--- src/rtl/wfi_trap_pkg.sv ---
package wfi_trap_pkg;

  // Strobes from the wait controller to the timer datapath.
  typedef struct packed {
    logic load;     // start a new wait: capture timing class, count = 1
    logic step;     // one more waiting cycle elapsed
    logic clear;    // wait resolved: return counter to zero
    logic waiting;  // controller is in its waiting state
  } timerCmd_t;

endpackage

--- src/rtl/wfi_timer_path.sv ---
module wfi_timer_path
  import wfi_trap_pkg::*;
#(
  parameter int LIMIT = 5
) (
  input  logic      clk,
  input  logic      rstN,
  input  timerCmd_t cmd,
  input  logic      issueTimed,
  output logic      expire
);

  localparam int CNT_W = $clog2(LIMIT + 2);
  localparam logic [CNT_W-1:0] LIMIT_CNT = CNT_W'(LIMIT);

  logic [CNT_W-1:0] elapsed;
  logic             timedQ;
  logic             activeTimed;

  always_ff @(posedge clk or negedge rstN) begin
    if (!rstN) begin
      elapsed <= '0;
      timedQ  <= 1'b0;
    end else if (cmd.clear) begin
      elapsed <= '0;
      timedQ  <= 1'b0;
    end else if (cmd.load) begin
      elapsed <= CNT_W'(1);
      timedQ  <= issueTimed;
    end else if (cmd.step && timedQ) begin
      elapsed <= elapsed + CNT_W'(1);
    end
  end

  // On the issue cycle the live timing class applies with elapsed at zero.
  assign activeTimed = cmd.waiting ? timedQ : issueTimed;
  assign expire      = activeTimed && (elapsed == LIMIT_CNT);

endmodule

--- src/rtl/wfi_wait_ctl.sv ---
module wfi_wait_ctl
  import wfi_trap_pkg::*;
(
  input  logic      clk,
  input  logic      rstN,
  input  logic      issue,
  input  logic      wake,
  input  logic      expire,
  output timerCmd_t cmd,
  output logic      stall,
  output logic      donePulse,
  output logic      trapPulse
);

  typedef enum logic {ST_IDLE, ST_WAIT} waitState_e;

  waitState_e state, nextState;
  logic       doneNext, trapNext;

  always_comb begin
    nextState   = state;
    doneNext    = 1'b0;
    trapNext    = 1'b0;
    cmd         = '0;
    cmd.waiting = (state == ST_WAIT);
    unique case (state)
      ST_IDLE: begin
        if (issue) begin
          if (wake) begin
            doneNext = 1'b1;
          end else if (expire) begin
            trapNext = 1'b1;
          end else begin
            cmd.load  = 1'b1;
            nextState = ST_WAIT;
          end
        end
      end
      ST_WAIT: begin
        if (wake) begin
          doneNext  = 1'b1;
          cmd.clear = 1'b1;
          nextState = ST_IDLE;
        end else if (expire) begin
          trapNext  = 1'b1;
          cmd.clear = 1'b1;
          nextState = ST_IDLE;
        end else begin
          cmd.step = 1'b1;
        end
      end
      default: nextState = ST_IDLE;
    endcase
  end

  always_ff @(posedge clk or negedge rstN) begin
    if (!rstN) begin
      state     <= ST_IDLE;
      donePulse <= 1'b0;
      trapPulse <= 1'b0;
    end else begin
      state     <= nextState;
      donePulse <= doneNext;
      trapPulse <= trapNext;
    end
  end

  assign stall = (state == ST_WAIT);

endmodule

--- src/rtl/wfi_timeout_trap.sv ---
module wfi_timeout_trap
  import wfi_trap_pkg::*;
#(
  parameter int LIMIT        = 5,
  parameter int PRIV_W       = 2,
  parameter int MACHINE_MODE = 3
) (
  input  logic              clk,
  input  logic              rstN,
  input  logic              wfiIssue,
  input  logic [PRIV_W-1:0] privMode,
  input  logic              twEnable,
  input  logic              wakePending,
  output logic              wfiStall,
  output logic              wfiDone,
  output logic              wfiTrap
);

  localparam logic [PRIV_W-1:0] MACHINE_CODE = PRIV_W'(MACHINE_MODE);

  timerCmd_t timerCmd;
  logic      issueTimed;
  logic      expire;

  assign issueTimed = twEnable && (privMode != MACHINE_CODE);

  wfi_wait_ctl uCtl (
    .clk       (clk),
    .rstN      (rstN),
    .issue     (wfiIssue),
    .wake      (wakePending),
    .expire    (expire),
    .cmd       (timerCmd),
    .stall     (wfiStall),
    .donePulse (wfiDone),
    .trapPulse (wfiTrap)
  );

  wfi_timer_path #(.LIMIT(LIMIT)) uPath (
    .clk        (clk),
    .rstN       (rstN),
    .cmd        (timerCmd),
    .issueTimed (issueTimed),
    .expire     (expire)
  );

endmodule

--- config.mk ---
export PLATFORM = sky130hd
export DESIGN_NAME = wfi_timeout_trap
export DESIGN_NICKNAME = d
export VERILOG_FILES = /design/src/rtl/wfi_trap_pkg.sv /design/src/rtl/wfi_timer_path.sv /design/src/rtl/wfi_wait_ctl.sv /design/src/rtl/wfi_timeout_trap.sv
export SDC_FILE = /design/constraint.sdc
export NUM_CORES = 1
export LEC_CHECK = 0
export ABC_AREA = 1
export BUFFER_PORTS_ARGS = -buffer_cell sky130_fd_sc_hd__buf_2
export CORE_AREA = 2 2 39 41
export DETAILED_ROUTE_END_ITERATION = 8
export DIE_AREA = 0 0 41 43
export HOLD_SLACK_MARGIN = 0.12
export PLACE_DENSITY = 0.49
export SYNTH_ARGS = -nofsm -noshare
export SYNTH_HDL_FRONTEND = slang
export SYNTH_HIERARCHICAL = 1
export SYNTH_SLANG_ARGS = --single-unit
--- constraint.sdc ---
create_clock -name clk -period 3.73 [get_ports clk]
set_clock_uncertainty 0.1 [all_clocks]
set_input_delay 0 -clock clk [delete_from_list [all_inputs] [get_ports clk]]
set_output_delay 0 -clock clk [all_outputs]
set_load 0.02 [all_outputs]
==> out/metrics.yaml <==
cts:
  ctsHoldBuffers: 8
  post_cts_buffers: 0
  cts_root_buf: "clkbuf_4"
  clk_path_buf_depth: 2
  clkTransAtPathRegs_ns: 0.06
  cts_sinks: 7
  cts_max_level: 1
  cts-resized-gates: 0
  cts_made_buffers: 3
  insertion_delay_ns: 0.25
  cts_tree: "yes"
setup_path:
  timing.rr.start: "uPath/elapsed[1]"
  r2r_cells: 8
  r2r-end: "uCtl/trapPulse"
  cp_max_fo: 3
  arrival_ns: 2.43
  path_cells: "inv_1 > ha_1 > nand2_1 > a21oi_1 > nand2_1 > dlygate4sd3_1 > nor2_1 > dlygate4sd3_1"
  worstPathBufferInverterCount: 3
  crit_path_max_incr_delay_ns: 0.58
  crit_path_start_kind: "flop"
  criticalPathCategory: "flop to flop"
  crit_path_top_delay_cell: "dlygate4sd3_1"
  end_kind: "flop"
  critPathRequiredTime_ns: 3.82
  r2r_setup_slack_ns: 1.40
  cp_top_family: "buffers and inverters"
finish:
  finalInstanceArea_um2: 563
  drive_gt1_share_pct: 25.7
  area_delta_synth_final_pct: 41.5
  num_antenna_cells: 0
  nets: 84
synth:
  synthTopCellsByArea: "dfrtp_1, nand2_1, nor2_1"
  ys_ff_latch: 7
  yosysWarnings: 6
  synth_cell_types: 16
  synth.largest_area_cell: "dfrtp_1"
  synth_area_per_cell_um2: 7.37
  synth_top_cell_area_share_pct: 44.0
  synthesis.area_um2: 398
  syn-num-nets: 63
  synth_flop_cell: "dfrtp_1"
  synthCells: 54
  synthArstFlopShare_pct: 100
  synth_common_cells: "nand2_1, nor2_1, inv_1"
  ys_seq_area_share_pct: 44.0
  synth_edf_count: 0
die:
  dieArea_mm2: 0.00176
  rows: 14
  initial_utilization_pct: 28.8
  die_w_um: 41
  die_h_um: 43
  pin_count: 10
  core_mm2: 0.00138
timing:
  setup_tns_ns: 0
  finalSetupViolations: 0
  drv_slew: 0
  rsz0062_at_grt: "no"
  fmax_mhz: 428
  slew_headroom_pct: 77.8
  finalHoldViolCount: 0
  tightest_slew_ns: 0.332
  fin_crit_sh_pct: 62.6
  period_needed_ns: 2.33
global_route:
  grt_pass1_vias: 380
  grt_usage_pct: 12.4
  antenna_found_initial: 0
  grt_first_pass_wirelength_um: 1440
  grt_max_degree: 8
  grt_overflow: 0
hold_path:
  hold_class: "input port to flop"
  hp-start: "privMode[0]"
  whs_path_depth: 7
  min_to: "uCtl/stall"
detailed_routing:
  vias_per_cell: 4.00
  drc_errors: 0
  first_pass_iters: 4
  drtIter0Drc: 7
  wirelength_um: 783
  ant_nets: 0
  wire_per_inst_um: 8.70
  route.vias.total: 360
job:
  drv_cap: 0
power:
  cellLeakagePower_nw: 0.302
  powerDensity_mw_per_mm2: 333
  vdd_drop_max_v: 0.000138
place:
  hpwl_um: 582
  port_buffers: 9
  globalplace.congestion: 0.725
  placed_area_um2: 455
status:
  status: "finished, final reports clean"
tightest hold or removal path: stages:
cell	delay [ns]
buf_2	0.08
a21oi_2	0.05
nand2_1	0.05
a21oi_1	0.08
inv_1	0.07
nand2_2	0.06
nor2_1	0.08
through the flow:
step                      power [mW]  hold slack (ns)  utilization (%)  std cells  setup slack, ns
final                          0.188            0.155             40.7         90             1.40
after global routing           0.203            0.191             40.7         90             1.25
after CTS                      0.191            0.154             40.7         90             1.43
after detailed placement       0.116           -0.254             32.9         78             2.01
after global placement         0.115           -0.256             32.9         78             2.02
after floorplan                0.106           -0.396                -         54             2.11
sequential cells by signal, summed over array words and instances, names as in the netlist:
| name | flops |
|---|---|
| uPath/elapsed | 3 |
| uCtl/donePulse | 1 |
| uCtl/stall | 1 |
| uCtl/trapPulse | 1 |
| uPath/timedQ | 1 |
power by group:
part	internal, mW	switching, mW
Combinational	0.0153	0.0169
Clock	0.0392	0.0293
Sequential	0.0811	0.00567
layout make-up:
type | instances | area (um^2)
inverter | 11 | 41.3
multi-input combinational | 35 | 174
clock buffer | 3 | 22.5
tap | 16 | 20.0
fill | 150 | 821
sequential | 7 | 175
clock inverter | 1 | 5.00
timing repair buffer | 17 | 125
cell usage in the layout, fill, tap and decap left out, drive strengths merged:
master and instances:
o21ai 2, nand2 13, inv 11, nor2 12, nand3 2, dlygate4sd3 8, buf 9, clkbuf 3
nand4 1, clkinv 1, ha 2, a21oi 2, dfrtp 7, nand3b 1
per-layer routing:
metal | GRT usage (%) | share of wire, %
met5 | 0 | 0
met1 | 15.5 | 46
met2 | 18.1 | 49
met4 | 10.0 | 1.5
met3 | 1.57 | 2.3
kinds of logic after synthesis:
logic type / after synthesis / synth area share [%]
and+or+nand+nor: 29 / 31.4
DFF: 7 / 44.0
buffers and inverters: 12 / 12.3
AOI/OAI and AO/OA: 4 / 5.97
adders and majority gates: 2 / 6.29
worst max-delay path by stage:
stage / slack, ns / from / end / cells past startpoint
6_report: 1.40 / uPath/elapsed[1] / uCtl/trapPulse / 8
5_1_grt: 1.25 / uPath/elapsed[1] / uCtl/trapPulse / 8
4_1_cts: 1.43 / uPath/elapsed[1] / uCtl/trapPulse / 8
3_5_place_dp: 2.01 / uPath/elapsed[1] / uPath/elapsed[0] / 11
3_3_place_gp: 2.02 / uPath/elapsed[1] / uPath/elapsed[0] / 11
2_1_floorplan: 2.11 / uCtl/stall / uPath/elapsed[0] / 11
(Power assumes the default switching activity.)
